`src/rtl/idxstk_pkg.sv`:
```
package idxstk_pkg;

    typedef enum logic [1:0] {
        IXM_PLAIN   = 2'b00,
        IXM_POSTINC = 2'b01,
        IXM_PREDEC  = 2'b10,
        IXM_RSVD    = 2'b11
    } ix_mode_e;

    typedef enum logic [1:0] {
        STK_IDLE  = 2'b00,
        STK_PUSH  = 2'b01,
        STK_POP   = 2'b10,
        STK_CLASH = 2'b11
    } stk_op_e;

    localparam int unsigned SCALE_CODES = 4;

    function automatic stk_op_e stk_classify(input logic do_push, input logic do_pop);
        return stk_op_e'({do_pop, do_push});
    endfunction

endpackage

```
`src/rtl/idxstk_scaler.sv`:
```
module idxstk_scaler #(
    parameter int unsigned AW = 16
) (
    input  logic [AW-1:0] val,
    input  logic [1:0]    code,
    output logic [AW-1:0] scaled
);
    import idxstk_pkg::*;

    logic [AW-1:0] shifted [SCALE_CODES];

    for (genvar g = 0; g < SCALE_CODES; g++) begin : g_shift
        assign shifted[g] = val << g;
    end

    assign scaled = shifted[code];

endmodule

```
`src/rtl/idxstk_index_unit.sv`:
```
module idxstk_index_unit #(
    parameter int unsigned AW = 16
) (
    input  logic [1:0]    mode,
    input  logic [AW-1:0] base,
    input  logic [AW-1:0] index,
    input  logic [1:0]    scale,
    input  logic [AW-1:0] step,
    output logic [AW-1:0] ea,
    output logic [AW-1:0] index_out
);
    import idxstk_pkg::*;

    ix_mode_e      md;
    logic [AW-1:0] addr_idx;
    logic [AW-1:0] scaled_idx;

    assign md = ix_mode_e'(mode);

    always_comb begin
        addr_idx  = index;
        index_out = index;
        unique case (md)
            IXM_POSTINC: begin
                addr_idx  = index;
                index_out = index + step;
            end
            IXM_PREDEC: begin
                addr_idx  = index - step;
                index_out = index - step;
            end
            default: begin
                addr_idx  = index;
                index_out = index;
            end
        endcase
    end

    idxstk_scaler #(.AW(AW)) u_scaler (
        .val    (addr_idx),
        .code   (scale),
        .scaled (scaled_idx)
    );

    assign ea = base + scaled_idx;

endmodule

```
`src/rtl/idxstk_stack_unit.sv`:
```
module idxstk_stack_unit #(
    parameter int unsigned       AW        = 16,
    parameter logic [AW-1:0]     STACK_TOP = 16'h8000
) (
    input  logic          clk,
    input  logic          rst,
    input  logic          push,
    input  logic          pop,
    input  logic [AW-1:0] step,
    output logic [AW-1:0] sp,
    output logic [AW-1:0] stk_addr,
    output logic          stk_act,
    output logic          stk_err
);
    import idxstk_pkg::*;

    stk_op_e       op;
    logic [AW-1:0] sp_lower;
    logic [AW-1:0] sp_upper;
    logic [AW-1:0] sp_nxt;

    assign op       = stk_classify(push, pop);
    assign sp_lower = sp - step;
    assign sp_upper = sp + step;

    always_comb begin
        sp_nxt   = sp;
        stk_addr = sp;
        stk_act  = 1'b0;
        unique case (op)
            STK_PUSH: begin
                sp_nxt   = sp_lower;
                stk_addr = sp_lower;
                stk_act  = 1'b1;
            end
            STK_POP: begin
                sp_nxt   = sp_upper;
                stk_addr = sp;
                stk_act  = 1'b1;
            end
            default: begin
                sp_nxt   = sp;
                stk_addr = sp;
                stk_act  = 1'b0;
            end
        endcase
    end

    always_ff @(posedge clk) begin
        if (rst) begin
            sp      <= STACK_TOP;
            stk_err <= 1'b0;
        end else begin
            sp      <= sp_nxt;
            stk_err <= (op == STK_CLASH);
        end
    end

    a_r5_reset_top: assert property (@(posedge clk) rst |=> (sp == STACK_TOP && !stk_err));

    a_r6_push_lowers: assert property (@(posedge clk) disable iff (rst)
        (push && !pop) |=> (sp == $past(sp) - $past(step)));

    a_r7_pop_raises: assert property (@(posedge clk) disable iff (rst)
        (pop && !push) |=> (sp == $past(sp) + $past(step)));

    a_r8_clash_holds: assert property (@(posedge clk) disable iff (rst)
        (push && pop) |=> ($stable(sp) && stk_err));

    a_r8_err_only_after_clash: assert property (@(posedge clk) disable iff (rst)
        !(push && pop) |=> !stk_err);

    a_r10_idle_holds: assert property (@(posedge clk) disable iff (rst)
        (!push && !pop) |=> $stable(sp));

endmodule

```
`src/rtl/idxstk_agu.sv`:
```
module idxstk_agu #(
    parameter int unsigned   AW        = 16,
    parameter logic [AW-1:0] STACK_TOP = 16'h8000
) (
    input  logic          clk,
    input  logic          rst,
    input  logic [1:0]    mode,
    input  logic [AW-1:0] base,
    input  logic [AW-1:0] index,
    input  logic [1:0]    scale,
    input  logic [AW-1:0] step,
    input  logic          push,
    input  logic          pop,
    output logic [AW-1:0] ea,
    output logic [AW-1:0] index_out,
    output logic [AW-1:0] sp,
    output logic [AW-1:0] stk_addr,
    output logic          stk_act,
    output logic          stk_err
);

    idxstk_index_unit #(.AW(AW)) u_index (
        .mode      (mode),
        .base      (base),
        .index     (index),
        .scale     (scale),
        .step      (step),
        .ea        (ea),
        .index_out (index_out)
    );

    idxstk_stack_unit #(.AW(AW), .STACK_TOP(STACK_TOP)) u_stack (
        .clk      (clk),
        .rst      (rst),
        .push     (push),
        .pop      (pop),
        .step     (step),
        .sp       (sp),
        .stk_addr (stk_addr),
        .stk_act  (stk_act),
        .stk_err  (stk_err)
    );

    // Index path: output relations checked against the unit's inputs
    a_r2_plain_keeps_index: assert property (@(posedge clk) disable iff (rst)
        (mode == 2'b00 || mode == 2'b11) |-> (index_out == index));

    a_r3_postinc_advance: assert property (@(posedge clk) disable iff (rst)
        (mode == 2'b01) |-> (index_out == index + step && ea == base + (index << scale)));

    a_r4_predec_lowered: assert property (@(posedge clk) disable iff (rst)
        (mode == 2'b10) |-> (index_out == index - step && ea == base + (index_out << scale)));

    a_r6_push_addr: assert property (@(posedge clk) disable iff (rst)
        (push && !pop) |-> (stk_act && stk_addr == sp - step));

    a_r7_pop_addr: assert property (@(posedge clk) disable iff (rst)
        (pop && !push) |-> (stk_act && stk_addr == sp));

endmodule

```
`config.mk`:
```
export PLATFORM = sky130hd
export DESIGN_NAME = idxstk_agu
export DESIGN_NICKNAME = d
export VERILOG_FILES = /design/src/rtl/idxstk_pkg.sv /design/src/rtl/idxstk_scaler.sv /design/src/rtl/idxstk_index_unit.sv /design/src/rtl/idxstk_stack_unit.sv /design/src/rtl/idxstk_agu.sv
export SDC_FILE = /design/constraint.sdc
export NUM_CORES = 1
export LEC_CHECK = 0
export BUFFER_PORTS_ARGS = -buffer_cell sky130_fd_sc_hd__buf_4
export CAP_MARGIN = 20
export CORE_MARGIN = 1
export CORE_UTILIZATION = 58
export CTS_CLUSTER_SIZE = 25
export DETAILED_ROUTE_END_ITERATION = 10
export PLACE_DENSITY = 0.95
export SYNTH_ARGS = -nofsm -noshare
export SYNTH_HDL_FRONTEND = slang
export SYNTH_HIERARCHICAL = 1
export SYNTH_SLANG_ARGS = --single-unit
```
`constraint.sdc`:
```
create_clock -name clk -period 7.4 [get_ports clk]
set_input_delay 1.48 -clock clk [delete_from_list [all_inputs] [get_ports clk]]
set_output_delay 1.48 -clock clk [all_outputs]
set_load 0.02 [all_outputs]
```
* Word level (Yosys, flattened, before mapping)
Cells that the tools add are included.
** Storage, ports and cells
- Input port bits :: 56
- Register bits after elaboration :: 17
- Output and inout bits :: 66
** Cells by class
- Magnitude comparators :: 1
- Equality and inequality tests :: 5
- Bitwise logic cells :: 1
- Reduce and logical (&&, ||, !) cells :: 2
- Add/subtract/negate cells :: 5
- Multiplexer cells :: 8
** Operators with widths (count)
- 2-to-1 mux 16 bit :: 4
- case mux 16 bit (2 select lines) :: 2
- adder 16 bit :: 3
- binary-select mux 16 bit (select 2 bit) :: 1
- subtractor 16 bit :: 2
- == test 2 bit, second input constant :: 3
- == test 2 x 1 -> 1 bit, second input constant :: 2
- greater-or-equal comparator 3 bit, second input constant :: 1
- NOT 2 -> 3 bit :: 1
- nonzero test 2 bit :: 1
- OR reduction 2 bit :: 1
- 2-to-1 mux 1 bit :: 1

* Depth between registers and ports, before layout
Gate-level depths: netlist of run 1.
- Depth in word-level cells :: 6
- Depth in mapped cells :: 20
- Mapped depth without buffers :: 20

* Hierarchy
Netlist of run 1, hierarchy kept.
** By module, submodules not included
- idxstk_index_unit :: cells an instance 401, times used 1, area each 2872.8 um2
- idxstk_stack_unit :: cells an instance 355, times used 1, area each 2718.9 um2
- idxstk_scaler :: cells an instance 35, times used 1, area each 344.1 um2

* Worst setup path after synthesis of run 1
No wires, ideal clock.
- Path type :: input -> output
- Start point :: input index[0]
- End point :: output ea[15]
- Path buffers :: 0
- Stages :: 18
- Data arrival time :: 5.088 ns
- Slack :: 0.832 ns
- Data required time :: 5.920 ns
- Path through :: inv_1 -> ha_1 -> inv_1 -> fa_1 -> a211oi_1 -> o21ai_1 -> a2111oi_0 -> nor3_1 -> xnor2_1 -> mux2_2 -> mux2i_1 -> mux2i_1 -> ha_1 -> a21oi_1 -> nor2_1 -> a221oi_1 -> a31oi_1 -> xnor2_1
** On the way
- Word-level cells in the longest chain between the ends :: 6
** Ends and longest elaborated chain
- from (decl) :: line idxstk_agu.sv:9 : input logic [AW-1:0] index,
- subtractor 16 bit :: line idxstk_index_unit.sv:29 : addr_idx = index - step;
- 2-to-1 mux 16 bit :: line idxstk_index_unit.sv:23 : unique case (md)
- net u_index.addr_idx[8] :: line idxstk_index_unit.sv:15 : logic [AW-1:0] addr_idx;
- binary-select mux 16 bit (select 2 bit) :: line idxstk_scaler.sv:16 : assign scaled = shifted[code];
- 2-to-1 mux 16 bit (not written as such) (2 in a row) :: line idxstk_scaler.sv:16
- net u_index.scaled_idx[8] :: line idxstk_index_unit.sv:16 : logic [AW-1:0] scaled_idx;
- adder 16 bit :: line idxstk_index_unit.sv:45 : assign ea = base + scaled_idx;
- to (decl) :: line idxstk_agu.sv:14 : output logic [AW-1:0] ea,
The timed path passes the listed nets, and every way through them passes these cells. The select of a mux whose other input is x is not followed.

* Worst setup path after layout of run 1
- Start point :: input index[0]
- End point :: output ea[14]
The elaborated chain is that of the path after synthesis.

==> impl_metrics.py, run 1 <==
metrics = {
    "status": {
        "status": "completed",
    },
    "critical_path": {
        "reg2reg_slack_ns": 4.71,
        "crit_path_start_kind": "input pin",
        "rr_startpoint": "u_stack/sp[0]",
        "r2r-end": "u_stack/sp[14]",
        "required_ns": 5.92,
        "path_cells": "buf_4, inv_1, ha_1, inv_1, fa_1, a211oi_1, o21ai_1, a21o_1, a2111oi_2, nor4_1, a211o_1, mux2i_1, mux2i_1, ha_1, nor2b_1, o21ai_0, nand2b_1, a41o_1, o31ai_1, xnor2_1, buf_4",
        "end_kind": "output pin",
        "critPathKind": "in -> out",
        "crit_family": "compound AO/OA/AOI/OAI gates",
        "cp_max_fo": 6,
        "r2r_cells": 10,
        "crit_arrival_ns": 5.56,
        "cp_slowest_stage_delay_ns": 0.43,
        "cp.depth": 21,
        "path_buf_inv": 4,
        "crit_slowest_cell": "a2111oi_2",
    },
    "floorplan": {
        "fp.coreArea_um2": 9864,
        "die_w_um": 103.2,
        "core.rowCount": 36,
        "dieArea_um2": 10640,
        "start_util_pct": 60.17,
        "die_h_um": 103.2,
        "pin_count": 122,
    },
    "worst_hold_path": {
        "hp-class": "reg -> reg",
        "hold_end": "u_stack/sp[5]",
        "hold_depth": 2,
        "hp-start": "u_stack/sp[5]",
    },
    "route": {
        "avgViaCountPerCell": 6.289,
        "via_count": 6364,
        "wl_per_cell_um": 16.86,
        "drt_iter0_drc": 526,
        "drtPass1Iterations": 6,
        "drt_wl_total_mm": 17.06,
        "ant_nets": 0,
        "drc_errors": 0,
    },
    "grt": {
        "grt_antenna_before_repair": 0,
        "grt_pass1_wl_mm": 26.96,
        "grtUsageTotal_pct": 31.41,
        "grt_pass1_vias": 5811,
        "grt_max_degree": 29,
        "grt-ovfl-total": 0,
    },
    "logic_synthesis": {
        "async_reset_ff_share_pct": 0,
        "postSynthCellCount": 791,
        "synth_edf_count": 0,
        "synthFlopType": "dfxtp_1",
        "synth_cell_types": 98,
        "synth_nets": 933,
        "yosysSeqAreaShare_pct": 5.734,
        "ys_ff_latch": 17,
        "synth_warnings": 6,
        "syn_avg_cell_area_um2": 7.504,
        "netlist_area_um2": 5936,
    },
    "sta": {
        "fin_skew_ns": 0.004883,
        "fin_crit_sh_pct": 95.20,
        "hold_viol_final": 0,
        "finalSetupTns_ns": 0,
        "setup_viol": 0,
        "slew-limit-headroom_pct": 40.54,
        "rsz0062_at_grt": "no",
        "tightest_slew_ns": 0.8920,
        "fmax_mhz": 142.0,
        "fin_crit_ns": 7.045,
        "drv_slew": 0,
    },
    "cts": {
        "post-cts-setup-buffer-count": 0,
        "insertion_delay_ns": 0.26,
        "cts_tree": "yes",
        "clk_pin_slew_ns": 0.08,
        "clockBufferDepth": 2,
        "cts_resized": 0,
        "postCtsHoldBufs": 0,
        "htreeDepth": 1,
        "cts_buffers": 3,
        "clock-sinks": 17,
        "cts_root_buffer": "clkbuf_8",
    },
    "final_layout": {
        "post_route_cells_drive_above_1_share_pct": 20.93,
        "num-nets-final": 1022,
        "antenna_cells": 0,
        "final_cell_mix": "buf_4 (126), ha_1 (81), inv_1 (77)",
        "area_delta_synth_final_pct": 15.68,
        "final_common_cell": "buf_4",
    },
    "placed_design": {
        "numPortBuffers": 121,
        "hpwl_mm": 13.67,
        "place_congestion": 0.9282,
    },
    "pwr": {
        "peakVddDrop_uv": 120.1,
        "total_power_mw": 1.189,
        "p_per_area_nw_per_um2": 173.1,
        "p_leak_nw": 3.255,
    },
    "flow_run": {
        "cap_violations": 0,
    },
}
## sequential cells by signal (all words and copies together) (netlist names)
register	count
u_stack/sp	16
u_stack/stk_err	1
## cells in the mapped netlist (all sizes together), types with 5 or more instances
library cell | instances | area [µm²]
fa | 5 | 100.1
or2 | 5 | 33.79
o21bai | 5 | 37.54
o21a | 13 | 98.85
nand2b | 12 | 75.07
a221oi | 8 | 93.84
dfxtp | 17 | 340.3
nor2b | 18 | 120.1
a211oi | 15 | 112.6
o31a | 6 | 61.31
xnor2 | 40 | 357.8
mux2i | 31 | 310.3
o221ai | 7 | 67.56
mux2 | 21 | 244.0
nand2 | 51 | 191.4
nand3 | 15 | 75.07
buf | 21 | 160.2
o21ai | 51 | 259.0
nor3 | 18 | 106.4
clkbuf | 21 | 78.83
ha | 81 | 1013
a21o | 17 | 128.9
xor2 | 11 | 96.34
o31ai | 8 | 87.58
nor2 | 63 | 236.5
nand3b | 5 | 37.54
o311ai | 5 | 43.80
inv | 79 | 296.5
a21oi | 52 | 267.8
a31oi | 13 | 96.34
## layer usage
| metal | global-route usage (%) | vias up | part of all wire, % |
|---|---|---|---|
| li1 | - | 3037 | - |
| met1 | 40.34 | 2945 | 43 |
| met2 | 54.87 | 331 | 47 |
| met3 | 3.051 | 51 | 7.9 |
| met4 | 10.51 | 0 | 2.7 |
| met5 | 0 | - | 0 |
## where the power goes
| part | leakage (nW) | internal (mW) | switching [mW] |
|---|---|---|---|
| clock | 0.0228 | 0.0383 | 0.0362 |
| combinational | 3.09 | 0.422 | 0.562 |
| sequential | 0.141 | 0.108 | 0.0226 |
| total | 3.25 | 0.568 | 0.621 |
## worst max-delay path by stage
stage	slack [ns]	startpoint	to
after floorplan	0.83	index[0]	ea[15]
after global placement	0.44	index[0]	ea[11]
after detailed placement	0.25	index[0]	ea[11]
after CTS	0.21	index[0]	ea[11]
after global routing	0.06	index[0]	ea[11]
final	0.36	index[0]	ea[14]
## area by class of cell
class	count	area [µm²]
Multi-Input combinational cell	651	5065
Clock buffer	4	45.04
Timing Repair Buffer	126	945.9
Inverter	81	304.0
Fill cell	780	2998
Sequential cell	17	340.3
Tap cell	133	166.4
## cells by family (layout without fill, tap and decap cells)
family / count (synthesis) / count (layout) / synth area share [%]
xor gates and xnor gates: 51 / 51 / 7.652
AOI/OAI and AO/OA: 246 / 246 / 30.86
and+or+nand+nor: 215 / 215 / 18.13
buffers and inverters: 123 / 211 / 9.149
adders and majority gates: 86 / 86 / 18.76
DFF: 17 / 17 / 5.734
muxes: 53 / 53 / 9.717
## through the flow
| step | setup slack, ns | cells | cell area (µm²) | hold slack, ns | util (%) |
|---|---|---|---|---|---|
| 3_3_place_gp | 0.4410 | 1008 | 6809 | 0.5023 | 69.03 |
| 6_report | 0.3554 | 1012 | 6867 | 0.5302 | 69.61 |
| 4_1_cts | 0.2145 | 1012 | 6854 | 0.5284 | 69.48 |
| 5_1_grt | 0.05950 | 1012 | 6867 | 0.5517 | 69.61 |
| 2_1_floorplan | 0.8323 | 791 | 5936 | 0.5786 | - |
| 3_5_place_dp | 0.2502 | 1008 | 6809 | 0.5106 | 69.03 |
## tightest hold or removal path, delay by kind of cell (launching register included)
kind	cells	cell delay, ns
AND/OR/NAND/NOR	1	0.08
flip-flops	1	0.36
AO/OA/AOI/OAI	1	0.05
(Power assumes the default switching activity.)
==> run 2: changes to the inputs <==
--- a/config.mk
+++ b/config.mk
@@ -12,6 +12,7 @@
 export CTS_CLUSTER_SIZE = 25
 export DETAILED_ROUTE_END_ITERATION = 10
 export PLACE_DENSITY = 0.95
+export RECOVER_POWER = 25
 export SYNTH_ARGS = -nofsm -noshare
 export SYNTH_HDL_FRONTEND = slang
 export SYNTH_HIERARCHICAL = 1
==> run 2 against run 1 <==
Clock skew fell by 0.00056 ns. First-iteration DRC count rose by 3.4%. Die area did not move. Setup slack got worse by 0.023 ns. Design area fell by 0.98%. Combinational power fell by 1%. Worst hold slack got worse by 0.0055 ns. Clock-buffer cell count did not move. Via count did not move. Largest cell class unchanged. Largest power group unchanged.
==> impl_metrics.py, run 2 (same netlist as run 1, synthesis figures left out) <==
metrics = {
    "worst_hold_path": {
        "hp-class": "reg -> reg",
    },
    "sta": {
        "rsz0062_at_grt": "no",
        "fin_crit_sh_pct": 95.51,
        "slew-limit-headroom_pct": 41.53,
        "finalSetupTns_ns": 0,
        "fin_crit_ns": 7.068,
        "drv_slew": 0,
        "tightest_slew_ns": 0.8771,
        "setup_viol": 0,
        "timing.hold.ws_ns": 0.5247,
        "fin_skew_ns": 0.004327,
        "fmax_mhz": 141.5,
        "hold_viol_final": 0,
    },
    "cts": {
        "htreeDepth": 1,
        "cts_root_buffer": "clkbuf_8",
        "postCtsHoldBufs": 0,
        "cts_tree": "yes",
        "insertion_delay_ns": 0.26,
        "clk_pin_slew_ns": 0.08,
        "cts_buffers": 3,
        "clock-sinks": 17,
        "clockBufferDepth": 2,
    },
    "route": {
        "drc_errors": 0,
        "ant_nets": 0,
        "drt_iter0_drc": 544,
        "wl_per_cell_um": 16.81,
        "avgViaCountPerCell": 6.289,
        "drt_wl_total_mm": 17.01,
        "drtPass1Iterations": 6,
        "via_count": 6364,
    },
    "status": {
        "status": "completed",
    },
    "grt": {
        "grt-ovfl-total": 0,
        "grt_pass1_wl_mm": 26.96,
        "grt_pass1_vias": 5811,
        "grt_max_degree": 29,
        "grtUsageTotal_pct": 31.41,
        "grt_antenna_before_repair": 0,
    },
    "final_layout": {
        "antenna_cells": 0,
        "max_flop_register": "u_stack/sp",
        "num-nets-final": 1022,
        "area_delta_synth_final_pct": 14.54,
        "fin_util_pct": 68.92,
        "final_area_um2": 6799,
        "final_cell_mix": "buf_4 (108), ha_1 (81), inv_1 (77)",
        "final_common_cell": "buf_4",
        "largest_reg_flops": 16,
        "biggestRegsByFlops": "u_stack/sp: 16 flops, u_stack/stk_err: 1 flops",
        "post_route_cells_drive_above_1_share_pct": 18.89,
    },
    "critical_path": {
        "critPathKind": "in -> out",
        "cp_slowest_stage_delay_ns": 0.44,
        "cp_max_fo": 6,
        "end_kind": "output pin",
        "path_buf_inv": 4,
        "path_cells": "buf_4, inv_1, ha_1, inv_1, fa_1, a211oi_1, o21ai_1, a21o_1, a2111oi_2, nor4_1, a211o_1, mux2i_1, mux2i_1, ha_1, nor2b_1, o21ai_0, nand2b_1, a41o_1, o31ai_1, xnor2_1, buf_4",
        "reg2reg_slack_ns": 4.70,
        "crit_slowest_cell": "a2111oi_2",
        "required_ns": 5.92,
        "crit_path_start_kind": "input pin",
        "crit_arrival_ns": 5.59,
        "crit_family": "compound AO/OA/AOI/OAI gates",
    },
    "floorplan": {
        "start_util_pct": 60.17,
        "die_w_um": 103.2,
        "fp.coreArea_um2": 9864,
        "die_h_um": 103.2,
        "core.rowCount": 36,
        "dieArea_um2": 10640,
        "pin_count": 122,
    },
    "pwr": {
        "peakVddDrop_uv": 117.5,
        "p_leak_nw": 3.183,
        "p_per_area_nw_per_um2": 172.9,
    },
    "placed_design": {
        "hpwl_mm": 13.67,
        "dpl_cell_area_um2": 6809,
        "numPortBuffers": 121,
        "place_congestion": 0.9282,
    },
    "flow_run": {
        "cap_violations": 0,
    },
}
run 2: worst min-delay path: cells and delay by family, from the launching register on:
family	cells	cell delay [ns]
AND/OR/NAND/NOR	1	0.08
flip-flops	1	0.35
AO/OA/AOI/OAI	1	0.05
run 2: cell type report:
class | instances | area [µm²]
repair buffers | 126 | 878.3
fillers | 800 | 3065
flip-flops and latches | 17 | 340.3
multi-input cells | 651 | 5065
inverters | 81 | 304.0
well taps | 133 | 166.4
clock buffers | 4 | 45.04
run 2: through the flow:
step / power [mW] / cells / setup slack, ns
final: 1.175 / 1012 / 0.3320
after global routing: 1.261 / 1012 / 0.05950
after CTS: 1.175 / 1012 / 0.2145
after detailed placement: 1.095 / 1008 / 0.2502
after global placement: 1.073 / 1008 / 0.4410
after floorplan: 0.8227 / 791 / 0.8323
run 2: worst paths after layout:
kind | start | to | cells after the start
worst max-delay path | index[0] | ea[14] | 21
worst min-delay path | u_stack/sp[5] | u_stack/sp[5] | 2
worst max register to register | u_stack/sp[0] | u_stack/sp[14] | 10
worst min register to register | u_stack/sp[5] | u_stack/sp[5] | 2
run 2: power breakdown:
part / internal [mW] / switching, mW / leakage [nW] / total (mW)
logic: 0.409 / 0.561 / 3.02 / 0.971
registers: 0.108 / 0.0222 / 0.141 / 0.130
clock network: 0.0383 / 0.0364 / 0.0228 / 0.0747
run 2: timing repair:
| action | CTS | global route |
|---|---|---|
| setup endpoints to repair | 0 | 5 |
| setup buffers | 0 | 0 |
| endpoints found under the hold margin | 0 | 0 |
| resized for setup | 0 | 3 |
run 2: metal layers:
| metal | track usage [%] | share of wire [%] |
|---|---|---|
| met5 | 0 | 0 |
| met4 | 10.51 | 2.7 |
| met3 | 3.051 | 7.4 |
| met2 | 54.87 | 47 |
| met1 | 40.34 | 43 |
